`src/rtl/lec_pkg.sv`:
```
package lec_pkg;
    localparam int ADDR_W = 3;

    localparam logic [ADDR_W-1:0] A_RISE  = 3'd0;
    localparam logic [ADDR_W-1:0] A_FALL  = 3'd1;
    localparam logic [ADDR_W-1:0] A_SWTRG = 3'd2;
    localparam logic [ADDR_W-1:0] A_PEND  = 3'd3;
    localparam logic [ADDR_W-1:0] A_IMASK = 3'd4;
    localparam logic [ADDR_W-1:0] A_EMASK = 3'd5;

    typedef enum logic [1:0] {
        EV_IDLE = 2'd0,
        EV_FIRE = 2'd1,
        EV_HOLD = 2'd2
    } ev_state_t;
endpackage

```
`src/rtl/lec_sync.sv`:
```
module lec_sync #(
    parameter int N      = 19,
    parameter int STAGES = 2
) (
    input  logic         clk,
    input  logic         rst_n,
    input  logic [N-1:0] async_i,
    output logic [N-1:0] sync_o,
    output logic [N-1:0] prev_o
);
    logic [N-1:0] chain [STAGES];
    logic [N-1:0] prev_q;

    genvar s;
    generate
        for (s = 0; s < STAGES; s++) begin : g_stage
            if (s == 0) begin : g_first
                always_ff @(posedge clk or negedge rst_n) begin
                    if (!rst_n) chain[0] <= '0;
                    else        chain[0] <= async_i;
                end
            end else begin : g_next
                always_ff @(posedge clk or negedge rst_n) begin
                    if (!rst_n) chain[s] <= '0;
                    else        chain[s] <= chain[s-1];
                end
            end
        end
    endgenerate

    always_ff @(posedge clk or negedge rst_n) begin
        if (!rst_n) prev_q <= '0;
        else        prev_q <= chain[STAGES-1];
    end

    assign sync_o = chain[STAGES-1];
    assign prev_o = prev_q;
endmodule

```
`src/rtl/lec_edge.sv`:
```
module lec_edge #(
    parameter int N = 19
) (
    input  logic [N-1:0] now_i,
    input  logic [N-1:0] prev_i,
    input  logic [N-1:0] rise_en_i,
    input  logic [N-1:0] fall_en_i,
    output logic [N-1:0] hit_o
);
    logic [N-1:0] went_up;
    logic [N-1:0] went_down;

    always_comb begin
        went_up   = now_i & ~prev_i;
        went_down = ~now_i & prev_i;
        hit_o     = (went_up & rise_en_i) | (went_down & fall_en_i);
    end
endmodule

```
`src/rtl/lec_regfile.sv`:
```
module lec_regfile
    import lec_pkg::*;
#(
    parameter int N = 19
) (
    input  logic              clk,
    input  logic              rst_n,
    input  logic              we_i,
    input  logic [ADDR_W-1:0] addr_i,
    input  logic [N-1:0]      wdata_i,
    input  logic [N-1:0]      req_i,
    output logic [N-1:0]      rdata_o,
    output logic [N-1:0]      rise_o,
    output logic [N-1:0]      fall_o,
    output logic [N-1:0]      imask_o,
    output logic [N-1:0]      emask_o,
    output logic [N-1:0]      pend_o,
    output logic [N-1:0]      sw_pulse_o,
    output logic [N-1:0]      clr_o
);
    logic [N-1:0] rise_q, fall_q, sw_q, pend_q, imask_q, emask_q;
    logic         w_rise, w_fall, w_sw, w_pend, w_imask, w_emask;

    always_comb begin
        w_rise     = we_i && (addr_i == A_RISE);
        w_fall     = we_i && (addr_i == A_FALL);
        w_sw       = we_i && (addr_i == A_SWTRG);
        w_pend     = we_i && (addr_i == A_PEND);
        w_imask    = we_i && (addr_i == A_IMASK);
        w_emask    = we_i && (addr_i == A_EMASK);
        sw_pulse_o = w_sw ? (wdata_i & ~sw_q) : '0;
        clr_o      = w_pend ? wdata_i : '0;
    end

    always_ff @(posedge clk or negedge rst_n) begin
        if (!rst_n) begin
            rise_q  <= '0;
            fall_q  <= '0;
            imask_q <= '0;
            emask_q <= '0;
        end else begin
            if (w_rise)  rise_q  <= wdata_i;
            if (w_fall)  fall_q  <= wdata_i;
            if (w_imask) imask_q <= wdata_i;
            if (w_emask) emask_q <= wdata_i;
        end
    end

    always_ff @(posedge clk or negedge rst_n) begin
        if (!rst_n) begin
            sw_q   <= '0;
            pend_q <= '0;
        end else begin
            sw_q   <= (sw_q | sw_pulse_o) & ~clr_o;
            pend_q <= (pend_q & ~clr_o) | req_i;
        end
    end

    always_comb begin
        case (addr_i)
            A_RISE:  rdata_o = rise_q;
            A_FALL:  rdata_o = fall_q;
            A_SWTRG: rdata_o = sw_q;
            A_PEND:  rdata_o = pend_q;
            A_IMASK: rdata_o = imask_q;
            A_EMASK: rdata_o = emask_q;
            default: rdata_o = '0;
        endcase
    end

    assign rise_o  = rise_q;
    assign fall_o  = fall_q;
    assign imask_o = imask_q;
    assign emask_o = emask_q;
    assign pend_o  = pend_q;
endmodule

```
`src/rtl/lec_pulse.sv`:
```
module lec_pulse
    import lec_pkg::*;
(
    input  logic clk,
    input  logic rst_n,
    input  logic req_i,
    output logic pulse_o
);
    ev_state_t state_q, state_d;

    always_comb begin
        state_d = state_q;
        unique case (state_q)
            EV_IDLE: if (req_i)  state_d = EV_FIRE;
            EV_FIRE: state_d = req_i ? EV_HOLD : EV_IDLE;
            EV_HOLD: if (!req_i) state_d = EV_IDLE;
            default: state_d = EV_IDLE;
        endcase
    end

    always_ff @(posedge clk or negedge rst_n) begin
        if (!rst_n) state_q <= EV_IDLE;
        else        state_q <= state_d;
    end

    always_comb begin
        pulse_o = (state_q == EV_FIRE);
    end
endmodule

```
`src/rtl/lec_top.sv`:
```
module lec_top
    import lec_pkg::*;
#(
    parameter int N = 19
) (
    input  logic              clk,
    input  logic              rst_n,
    input  logic [N-1:0]      line_i,
    input  logic              reg_we,
    input  logic [ADDR_W-1:0] reg_addr,
    input  logic [N-1:0]      reg_wdata,
    output logic [N-1:0]      reg_rdata,
    output logic [N-1:0]      irq_o,
    output logic [N-1:0]      evt_pulse_o
);
    logic [N-1:0] s_now, s_prev, edge_hit;
    logic [N-1:0] rise_q, fall_q, imask_q, emask_q, pend_q;
    logic [N-1:0] sw_pulse, clr_vec, req_vec, evt_req;

    lec_sync #(.N(N), .STAGES(2)) u_sync (
        .clk     (clk),
        .rst_n   (rst_n),
        .async_i (line_i),
        .sync_o  (s_now),
        .prev_o  (s_prev)
    );

    lec_edge #(.N(N)) u_edge (
        .now_i     (s_now),
        .prev_i    (s_prev),
        .rise_en_i (rise_q),
        .fall_en_i (fall_q),
        .hit_o     (edge_hit)
    );

    lec_regfile #(.N(N)) u_regs (
        .clk        (clk),
        .rst_n      (rst_n),
        .we_i       (reg_we),
        .addr_i     (reg_addr),
        .wdata_i    (reg_wdata),
        .req_i      (req_vec),
        .rdata_o    (reg_rdata),
        .rise_o     (rise_q),
        .fall_o     (fall_q),
        .imask_o    (imask_q),
        .emask_o    (emask_q),
        .pend_o     (pend_q),
        .sw_pulse_o (sw_pulse),
        .clr_o      (clr_vec)
    );

    always_comb begin
        req_vec = edge_hit | sw_pulse;
        evt_req = req_vec & emask_q;
        irq_o   = pend_q & imask_q;
    end

    genvar g;
    generate
        for (g = 0; g < N; g++) begin : g_line
            lec_pulse u_pulse (
                .clk     (clk),
                .rst_n   (rst_n),
                .req_i   (evt_req[g]),
                .pulse_o (evt_pulse_o[g])
            );
        end
    endgenerate
endmodule

```
`config.mk`:
```
export PLATFORM = sky130hd
export DESIGN_NAME = lec_top
export DESIGN_NICKNAME = d
export VERILOG_FILES = /design/src/rtl/lec_pkg.sv /design/src/rtl/lec_sync.sv /design/src/rtl/lec_edge.sv /design/src/rtl/lec_regfile.sv /design/src/rtl/lec_pulse.sv /design/src/rtl/lec_top.sv
export SDC_FILE = /design/constraint.sdc
export NUM_CORES = 1
export LEC_CHECK = 0
export ABC_AREA = 1
export CELL_PAD_IN_SITES_DETAIL_PLACEMENT = 2
export CELL_PAD_IN_SITES_GLOBAL_PLACEMENT = 2
export CORE_AREA = 8 8 181 166
export DETAILED_ROUTE_END_ITERATION = 10
export DIE_AREA = 0 0 189 174
export DONT_BUFFER_PORTS = 1
export PLACE_DENSITY = 0.74
export SETUP_SLACK_MARGIN = 0.2
export SLEW_MARGIN = 40
export SYNTH_ARGS = -nofsm -noshare
export SYNTH_HDL_FRONTEND = slang
export SYNTH_SLANG_ARGS = --single-unit
```
`constraint.sdc`:
```
create_clock -name clk -period 1.2 [get_ports clk]
set_clock_uncertainty 0.2 [all_clocks]
set_input_delay 0.12 -clock clk [delete_from_list [all_inputs] [get_ports clk]]
set_output_delay 0.12 -clock clk [all_outputs]
set_load 0.005 [all_outputs]
```
# After elaboration in Yosys (flattened, before gate mapping)
# Cells that the tools add are included.
# totals
register_bits	209
latch_bits	0
ramBits	0
mem_bits_ro	0
inputBits	44
memories	0
# op_classes
n_addsub	0
mul	0
div	0
order_cmp	0
n_eq_ne	81
shift	0
n_mux	79
n_bitwise	17
n_reduce_logical	45
# ops
operator	n
bitwise AND 19 bit	9
two-way mux 2 bit	57
one-hot mux 19 bit (6 select lines)	1
one-hot mux 2 bit (3 select lines)	19
!= test 2 bit (second input constant)	38
NOT 19 bit	4
OR 19 bit	4
equality test 2 x 1 -> 1 bit (second input constant)	19
equality test 2 bit (second input constant)	19
zero test 2 bit	19
two-way mux 19 bit	2
AND reduction 2 bit	19
equality test 3 x 2 -> 1 bit (second input constant)	2
equality test 3 bit (second input constant)	2
logical AND 1 bit	6
equality test 3 x 1 -> 1 bit (second input constant)	1
zero test 3 bit	1

# Depth between registers and ports, before layout
# Gate-level depths: netlist of run 1.
# logic_depth
depth_word	8
mapped_depth	10
depth_no_buf	8

# Modules after synthesis
# Synthesis of run 1 repeated with hierarchy kept, for this count alone.
# unflattened
cells_unflattened	1171
hier_area_um2	9955.8
# by_module_without_submodules
mod	instances	cells_per_inst	area_each_um2	seq_area_each_um2
lec_regfile	1	715	5843.1	2852.7
lec_pulse	19	9	87.6	50.0
lec_sync	1	76	1569.0	1426.4
lec_top	1	114	475.5	0.0
lec_edge	1	95	404.1	0.0

# Worst setup path before layout of run 1
# Ideal clock, no wire load.
# synth_timing
kind	input to register
startpoint	in reg_addr[0]
endpoint	reg u_regs.emask_q[14], in the netlist u_regs.emask_o[14]
setup_ps	120
t_arrival_ps	1031
required_time_ps	880
setup_slack_ps	-151
path_stages	10
path_buffers	3
cell_sequence	buf_6 inv_2 nor2_2 nand2_1 inv_2 nand2_2 buf_6 buf_6 nand2_1 o21ai_2
# synth_via
elab_chain_cells	2
# synth_rtl
item	line	rtl
start: declaration	lec_top.sv:10	input logic [ADDR_W-1:0] reg_addr,
equality test 3 bit	lec_regfile.sv:30	w_emask = we_i && (addr_i == A_EMASK);
logical AND 1 bit	lec_regfile.sv:30	
end signal: assignment	lec_regfile.sv:45	if (w_emask) emask_q <= wdata_i;
end: declaration	lec_regfile.sv:21	logic [N-1:0] rise_q, fall_q, sw_q, pend_q, imask_q, emask_q;
# Every way passes these cells.
# A chain may end at the register's enable or synchronous reset.

# Final worst setup path of run 1
# layout_timing
startpoint	reg u_regs.pend_q[15], in the netlist u_regs.pend_o[15]
endpoint	out reg_rdata[15]
# layout_via
elab_chain_cells	1
# layout_rtl
item	line	rtl
start: declaration	lec_regfile.sv:21	
start signal: assignment	lec_regfile.sv:55	pend_q <= (pend_q & ~clr_o) | req_i;
one-hot mux 19 bit (6 select lines)	lec_regfile.sv:60	case (addr_i)
end: declaration	lec_top.sv:12	output logic [N-1:0] reg_rdata,
# Every way passes these cells.

==> results of run 1 <==
==> layout make-up <==
type	count	share of cell area, %
antenna	2	0.03576
clock buffer	36	5.408
clock inverter	5	0.3844
inverter	116	3.236
multi-input combinational	703	30.79
sequential	209	37.38
tap	360	3.218
timing repair buffer	272	19.54
==> repair_timing <==
item                                   in CTS  in global routing
pin swaps                                 173                144
gates resized for setup                   239                229
hold buffers                               54                  2
setup endpoints to repair                 133                162
setup buffers                              93                 80
endpoints found under the hold margin     380                373
==> critical path: stages (launching register included) <==
cell     delay, ns
dfrtp_1       0.41
inv_1         0.08
nor2_1        0.06
a21oi_1       0.25
nand2_1       0.15
==> cells in the mapped netlist (11+ instances only) <==
cell and n:
nand2_1 381, dfrtp_1 209, inv_1 111, nor2_1 105, o21ai_0 56, o21ai_1 34, nand3_1 29, buf_4 24
a21o_1 19, or2_2 19, a21boi_1 12, nand3_4 11
==> flip-flops by register name, indices dropped and copies added (netlist names) <==
name,count
u_sync.chain,19
u_sync.prev_o,19
u_regs.pend_o,19
u_regs.emask_o,19
u_regs.imask_o,19
u_regs.sw_q,19
g_line.u_pulse.state_q,38
u_sync.sync_o,19
u_regs.rise_o,19
u_regs.fall_o,19
==> cell usage in the layout (no fill, tap or decap), types with 9 or more instances in the layout <==
cell	netlist	routed
buf_12	1	13
inv_1	111	75
clkbuf_16	0	25
or2_4	0	15
nand2_4	1	29
clkbuf_8	0	9
nand3_2	2	21
o21ai_2	10	25
nand2_2	1	91
nand3_4	11	14
nor2_2	1	44
buf_6	10	110
o21ai_1	34	60
o21ai_0	56	15
dfrtp_1	209	207
dlygate4sd3_1	0	47
a21o_1	19	19
a21boi_2	0	11
nor2_1	105	36
nor2_4	1	27
buf_4	24	102
nand2_1	381	263
inv_2	5	36
==> metal layers <==
metal / wire, um / track usage, % / part of all wire [%] / vias up
met3: 1413 / 3.325 / 3.6 / 89
met5: 0 / 0 / 0 / -
met1: 15640 / 23.24 / 40 / 4421
li1: - / - / - / 3808
met4: 1289 / 5.078 / 3.3 / 0
met2: 20930 / 35.40 / 53 / 200
==> how the worst min path moves through the flow <==
| stage | slack [ns] | to | depth (start not counted) | start |
|---|---|---|---|---|
| global placement | -0.36 | u_sync.chain[22] | 0 | rst_n |
| detailed placement | -0.36 | u_sync.chain[22] | 0 | rst_n |
| floorplan | -0.38 | g_line[0].u_pulse.state_q[0] | 0 | rst_n |
| finish | -0.90 | g_line[3].u_pulse.state_q[0] | 0 | rst_n |
| CTS | -0.93 | u_sync.chain[22] | 0 | rst_n |
| global route | -0.94 | g_line[3].u_pulse.state_q[0] | 0 | rst_n |
==> power breakdown <==
| part | switching [W] | internal [W] |
|---|---|---|
| Combinational | 0.00274 | 0.00285 |
| Sequential | 0.000848 | 0.00793 |
| Clock | 0.00312 | 0.00454 |
==> logic make-up after synthesis <==
| family | synth area share [%] |
|---|---|
| buffers and inverters | 8.710 |
| AND/OR/NAND/NOR | 25.62 |
| AO/OA/AOI/OAI | 9.397 |
| flip-flops | 56.27 |
==> per-stage QoR <==
stage | power, W | hold WS, ns | setup slack, ns | area [um2] | instances
detailed placement | 0.01110 | -0.3633 | -0.1381 | 10000 | 1440
finish | 0.02202 | -0.9048 | -0.6067 | 14000 | 1703
global placement | 0.01094 | -0.3634 | -0.07587 | 10000 | 1440
floorplan | 0.01026 | -0.3756 | -0.1025 | 9430 | 1076
global route | 0.02292 | -0.9381 | -0.6490 | 14000 | 1703
CTS | 0.02033 | -0.9299 | -0.5150 | 12700 | 1628
==> impl_metrics.ini, run 1 <==
[clocking]
ctsHtreeMaxLevel = 1
clk_pin_slew_ns = 0.06
cts_sinks = 209
cts_made_buffers = 25
clkLatencyLatePin_ns = 0.53
clockRootBuffer = clkbuf_16
cts_buffer_depth = 3
cts_tree = yes

[finish]
multi_input_area_um2 = 4310
drive_gt1_share_pct = 44.67
final_nets = 1371
fin_util_pct = 51.43
nFillCells = 2786
regArea_um2 = 5233
syn2layout_area_growth_pct = 50.61

[logic_synthesis]
syn_area_um2 = 9294
synth_edf_count = 0
synth-seq-cells = 209
ys_top_cells_by_area = dfrtp_1 56%, nand2_1 15%, inv_1 4.5%
synth_nets = 1120
synth.avg_cell_area_um2 = 8.637
postSynth.asyncResetShare_pct = 100.0
ys_seq_area_share_pct = 56.27
synth.top_cell.area_share_pct = 56.27
ys.warnings.count = 0
yosysTopAreaCell = dfrtp_1
synth.distinct_cells = 29
synth_ff_type = dfrtp_1
syn_inst = 1076

[sta]
post-route-period-util_pct = 150.6
max-slew-margin-rel_pct = 66.82
worstMarginPinSlew_ns = 0.4978
fin_ws_ns = -0.6067
clock.fmax_mhz = 553.5
fin_hold_ws_ns = -0.9048
setup_viol_count_final = 120
setup_tns_ns = -25.45
fin_crit_ns = 1.807
finalMaxSlewViolations = 0
grt_setup_unrepaired = true
finalHoldViolCount = 370

[grt]
grt_max_degree = 210
grt_pass1_wl_um = 51290
overflow = 0
grt_pass1_vias = 9215
track_usage_pct = 19.42
antenna_found_initial = 2

[worst_setup_path]
cp-start-kind = register
r2r_cells = 8
endpoint_kind = primary output
startpoint = u_regs.pend_o[15]
r2r_start = u_regs.sw_q[12]
crit_arrival_ns = 1.49
cp_max_fo = 3
r2r_end = g_line[12].u_pulse.state_q[0]
rrSetupSlack_ns = -0.29
worstPathRequired_ns = 0.88
endpoint = reg_rdata[15]
worstSetupPathType = reg2out

[drt]
drt_iter0_markers = 300
ant_nets = 0
detail_route.first_pass.iterations = 4
vias = 8518
wl_per_cell_um = 23.06
drcViolationCount = 0
routed_wl_um = 39270
viasPerCell = 5.002

[place]
portBuffers = 0
post-dp-hpwl_um = 19050
gp_congestion = 0.7338

[die]
die_area_um2 = 32890
chipWidth_um = 189
coreArea_um2 = 27210
io_pins = 101
floorplan.initialDensity_pct = 34.15
rows = 58
die_height_um = 174

[flow_run]
drv_cap = 0

[status]
violations = negative hold slack, negative setup slack
status = finished with violations

[pwr]
power_density_nw_per_um2 = 1573
leakagePower_nw = 6.858
vdd_drop_max_mv = 1.375

[hold_path]
hold_path_class = in2async
Note: power is estimated with default switching activity, not from simulation.
==> run 2, diff against run 1 <==
Settings changed: CORE_AREA 8 8 181 166 to 8 8 179 164, CTS_BUF_LIST from default to sky130_fd_sc_hd__clkbuf_2 sky130_fd_sc_hd__clkbuf_4 sky130_fd_sc_hd__clkbuf_8, DIE_AREA 0 0 189 174 to 0 0 187 172, PLACE_DENSITY 0.74 to 0.75, SETUP_SLACK_MARGIN 0.2 to default.
Clock period 1.2 ns to 1.5 ns, I/O delays scaled along.
==> impl_metrics.ini, run 2 (same netlist as run 1, synthesis figures left out) <==
[worst_setup_path]
r2r_end = g_line[3].u_pulse.state_q[0]
endpoint_kind = primary output
worstPathRequired_ns = 1.15
crit_arrival_ns = 1.36
cp_top_family = simple AND/OR/NAND/NOR gates
r2r_cells = 7
rrSetupSlack_ns = 0.04
endpoint = reg_rdata[14]
path_cells = nand3_2, nand2_1, nor2_1, nand2_1
cp-start-kind = register
startpoint = u_regs.emask_o[14]
cp_max_fo = 2
path_depth = 4
slowest_stage = dfrtp_1
crit_buf_inv = 0
r2r_start = u_regs.sw_q[3]
path_common_cell = nand2_1
max_stage_delay_ns = 0.40
worstSetupPathType = reg2out

[drt]
drcViolationCount = 0
vias = 7916
drt_iter0_markers = 362
routed_wl_um = 33040
detail_route.first_pass.iterations = 4
wl_per_cell_um = 20.12
viasPerCell = 4.821
ant_nets = 0

[place]
placed_area_um2 = 9644
dp_cells = 1406
post-dp-hpwl_um = 18460
gp_congestion = 0.7346
portBuffers = 0

[finish]
fin_area_um2 = 12320
largest_register_ffs = 38
fin_util_pct = 46.57
diodes = 0
final_common_cell = nand2_1
final_cells = 1642
syn2layout_area_growth_pct = 32.59
final_nets = 1305
drive_gt1_share_pct = 27.56
top_register = g_line.u_pulse.state_q
final_cell_mix = 340 x nand2_1, 208 x dfrtp_1, 86 x buf_4

[sta]
post-route-period-util_pct = 113.9
fin_crit_ns = 1.709
finalHoldViolCount = 281
worstMarginPinSlew_ns = 0.7254
max-slew-margin-rel_pct = 51.64
fin_ws_ns = -0.2086
fin_hold_ws_ns = -0.8969
finalMaxSlewViolations = 0
grt_setup_unrepaired = true
clock.fmax_mhz = 585.3
setup_viol_count_final = 33

[grt]
track_usage_pct = 20.03
antenna_found_initial = 0
grt_pass1_vias = 9113
grt_pass1_wl_um = 51010
overflow = 0
grt_max_degree = 210

[clocking]
clk_pin_slew_ns = 0.06
cts_sinks = 209
cts_made_buffers = 40
cts_buffer_depth = 3
ctsHtreeMaxLevel = 2
clockRootBuffer = clkbuf_8
clkLatencyLatePin_ns = 0.54
cts_tree = yes

[die]
io_pins = 101
rows = 57
coreArea_um2 = 26460
floorplan.initialDensity_pct = 35.13
die_height_um = 172
chipWidth_um = 187
die_area_um2 = 32160

[pwr]
power_density_nw_per_um2 = 1277
pwr-share-clk_pct = 37.1
intPower_w = 0.01110
p_seq_share_pct = 44.0
leakagePower_nw = 6.199
power_switching_w = 0.004638
vdd_drop_max_mv = 0.6291
comb_power_share_pct = 19.0
swShare_pct = 29.47

[status]
status = finished with violations
violations = negative hold slack, negative setup slack

[flow_run]
drv_cap = 0

[hold_path]
hold_path_class = in2async
==> run 2: changes by cell type in the layout (fill, tap and decap cells not counted), sizes merged <==
cell and delta:
dlygate4sd3 +24, bufinv -1, clkinvlp +2, dlymetal6s4s +1, clkinv -2, inv -1, clkbuf +30, diode -2
buf -106
==> run 2: area by class of cell <==
cell class | instances | area [um2]
Timing Repair Buffer | 191 | 1810
Fill cell | 2842 | 14140
Multi-Input combinational cell | 703 | 3581
Clock buffer | 66 | 802.0
Tap cell | 354 | 442.9
Clock inverter | 3 | 20.02
Inverter | 116 | 435.4
Sequential cell | 209 | 5231
==> run 2: metal layers <==
layer  vias up  wire length (um)  global-route usage [%]
met1      4026             13940                   23.59
met3        68              1395                   4.395
met5         -                 0                       0
met4         0               843                   7.037
li1       3673                 -                       -
met2       149             16860                   35.92
==> run 2: worst min path at each step <==
stage               startpoint                           end  slack [ns]  cells past startpoint
floorplan                rst_n  g_line[0].u_pulse.state_q[0]       -0.35                      0
global placement         rst_n              u_sync.chain[21]       -0.33                      0
detailed placement       rst_n              u_sync.sync_o[2]       -0.34                      0
CTS                      rst_n              u_sync.sync_o[2]       -0.93                      0
global route             rst_n  g_line[2].u_pulse.state_q[0]       -0.93                      0
finish                   rst_n  g_line[0].u_pulse.state_q[0]       -0.90                      0
==> run 2: repair_timing <==
action / 4_1_cts / 5_1_grt
pin swaps: 52 / 63
hold buffers: 73 / 1
hold endpoints to repair: 380 / 278
gates resized for setup: 66 / 103
setup endpoints to repair: 29 / 63
buffers inserted: 62 / 38
==> run 2: power by group through the flow <==
stage | clock network [W] | registers [W] | logic (W)
after detailed placement | 0 | 0.00703 | 0.00169
after floorplan | 0 | 0.00681 | 0.00134
after CTS | 0.00597 | 0.00688 | 0.00253
final | 0.00583 | 0.00692 | 0.00298
after global placement | 0 | 0.00700 | 0.00158
after global routing | 0.00625 | 0.00700 | 0.00329
==> run 2: through the flow <==
| stage | setup WS (ns) | hold slack (ns) | power (W) | TNS (ns) |
|---|---|---|---|---|
| after floorplan | 0.1183 | -0.3456 | 0.008154 | 0 |
| after global placement | 0.1378 | -0.3345 | 0.008580 | 0 |
| after detailed placement | 0.08464 | -0.3383 | 0.008724 | 0 |
| after CTS | -0.2091 | -0.9310 | 0.01537 | -4.465 |
| after global routing | -0.2936 | -0.9281 | 0.01654 | -5.883 |
| final | -0.2086 | -0.8969 | 0.01574 | -3.221 |
==> run 3, diff against run 2 <==
Settings changed: MAX_ROUTING_LAYER from default to met4.
==> impl_metrics.ini, run 3 (same netlist as run 1, synthesis figures left out) <==
[pwr]
vdd_drop_max_mv = 0.6293
leakagePower_nw = 6.198
p_total_w = 0.01574
power_density_nw_per_um2 = 1277

[die]
chipWidth_um = 187
floorplan.initialDensity_pct = 35.13
die_area_um2 = 32160
die_height_um = 172
io_pins = 101
coreArea_um2 = 26460
rows = 57

[grt]
grt_max_degree = 210
track_usage_pct = 20.62
antenna_found_initial = 1
grt_pass1_vias = 9101
overflow = 0
grt_pass1_wl_um = 50980

[clocking]
cts_tree = yes
cts_made_buffers = 40
clk_pin_slew_ns = 0.06
clkLatencyLatePin_ns = 0.54
clockRootBuffer = clkbuf_8
cts_sinks = 209
ctsHtreeMaxLevel = 2
cts_buffer_depth = 3

[place]
portBuffers = 0
placed_area_um2 = 9644
gp_congestion = 0.7435
post-dp-hpwl_um = 18460
dp_cells = 1406
place_ws_ns = 0.08464

[status]
status = finished with violations
violations = negative hold slack, negative setup slack

[finish]
fin_util_pct = 46.60
fin_area_um2 = 12330
final_cell_mix = 340 x nand2_1, 208 x dfrtp_1, 86 x buf_4
largest_register_ffs = 38
final_nets = 1305
top_register = g_line.u_pulse.state_q
final_cells = 1643
syn2layout_area_growth_pct = 32.67
final_common_cell = nand2_1
drive_gt1_share_pct = 27.64

[sta]
finalHoldViolCount = 281
post-route-period-util_pct = 114.2
fin_hold_ws_ns = -0.8976
setup_viol_count_final = 33
max-slew-margin-rel_pct = 58.27
worstMarginPinSlew_ns = 0.6260
fin_crit_ns = 1.712
clock.fmax_mhz = 584.0
fin_ws_ns = -0.2124
finalMaxSlewViolations = 0
grt_setup_unrepaired = true

[drt]
detail_route.first_pass.iterations = 4
vias = 7915
ant_nets = 0
wl_per_cell_um = 20.07
viasPerCell = 4.817
routed_wl_um = 32980
drcViolationCount = 0
drt_iter0_markers = 319

[worst_setup_path]
cp-start-kind = register
crit_arrival_ns = 1.36
worstPathRequired_ns = 1.15
max_stage_delay_ns = 0.40
path_cells = nand3_2, nand2_1, nor2_1, nand2_1
worstSetupPathType = reg2out
endpoint_kind = primary output
cp_max_fo = 2
path_common_cell = nand2_1
slowest_stage = dfrtp_1

[hold_path]
hold_path_class = in2async

[flow_run]
drv_cap = 0
-- run 3: changes by cell type in the layout (fill, tap and decap cells not counted) --
cell     previous run  this run
inv_1              81        80
nor2_4              6         7
nor2_2             25        24
diode_2             0         1
inv_2              35        36
-- run 3: final cells by class --
cell class	instances	area, um2
Timing Repair Buffer	191	1810
Multi-Input combinational cell	703	3586
Sequential cell	209	5231
Fill cell	2844	14130
Clock buffer	66	802.0
Tap cell	354	442.9
Antenna cell	1	2.502
Clock inverter	3	20.02
Inverter	116	435.4
-- run 3: critical path, delay by kind of cell, from the launching register on --
kind	cells	cell delay (ns)
flip-flops	1	0.40
AND/OR/NAND/NOR	4	0.42
-- run 3: metal layers --
layer | global-route usage (%) | share of wire (%)
met1 | 23.73 | 42
met2 | 35.92 | 51
met3 | 4.153 | 4.0
met4 | 7.037 | 2.7
met5 | - | 0
-- run 3: repair_timing --
item / CTS / global route
pin swaps: 52 / 63
endpoints found under the hold margin: 380 / 278
hold buffers: 73 / 1
gates resized for setup: 66 / 105
buffers inserted: 62 / 38
setup endpoints to repair: 29 / 63
-- run 3: where the power goes --
group,switching (W),internal [W],total (W)
sequential,0.000572,0.00635,0.00692
combinational,0.00158,0.00140,0.00299
clock,0.00249,0.00335,0.00584
total,0.00464,0.0111,0.0157
-- run 3: final timing paths --
| kind | endpoint | slack, ns | start | depth (start not counted) |
|---|---|---|---|---|
| hold / removal | g_line[0].u_pulse.state_q[0] | -0.90 | rst_n | 0 |
| min in group clk | u_regs.sw_q[7] | -0.22 | reg_addr[0] | 4 |
| hold reg to reg | u_sync.sync_o[7] | 0.14 | u_sync.chain[26] | 0 |
| setup / recovery | reg_rdata[14] | -0.21 | u_regs.emask_o[14] | 4 |
| max in group asynchronous | g_line[11].u_pulse.state_q[1] | 1.48 | rst_n | 0 |
| setup reg to reg | g_line[3].u_pulse.state_q[0] | 0.04 | u_regs.sw_q[3] | 7 |
-- run 3: through the flow --
step,hold WS (ns),TNS (ns)
floorplan,-0.3456,0
global placement,-0.3345,0
detailed placement,-0.3383,0
CTS,-0.9310,-4.465
global route,-0.9281,-5.859
finish,-0.8976,-3.273
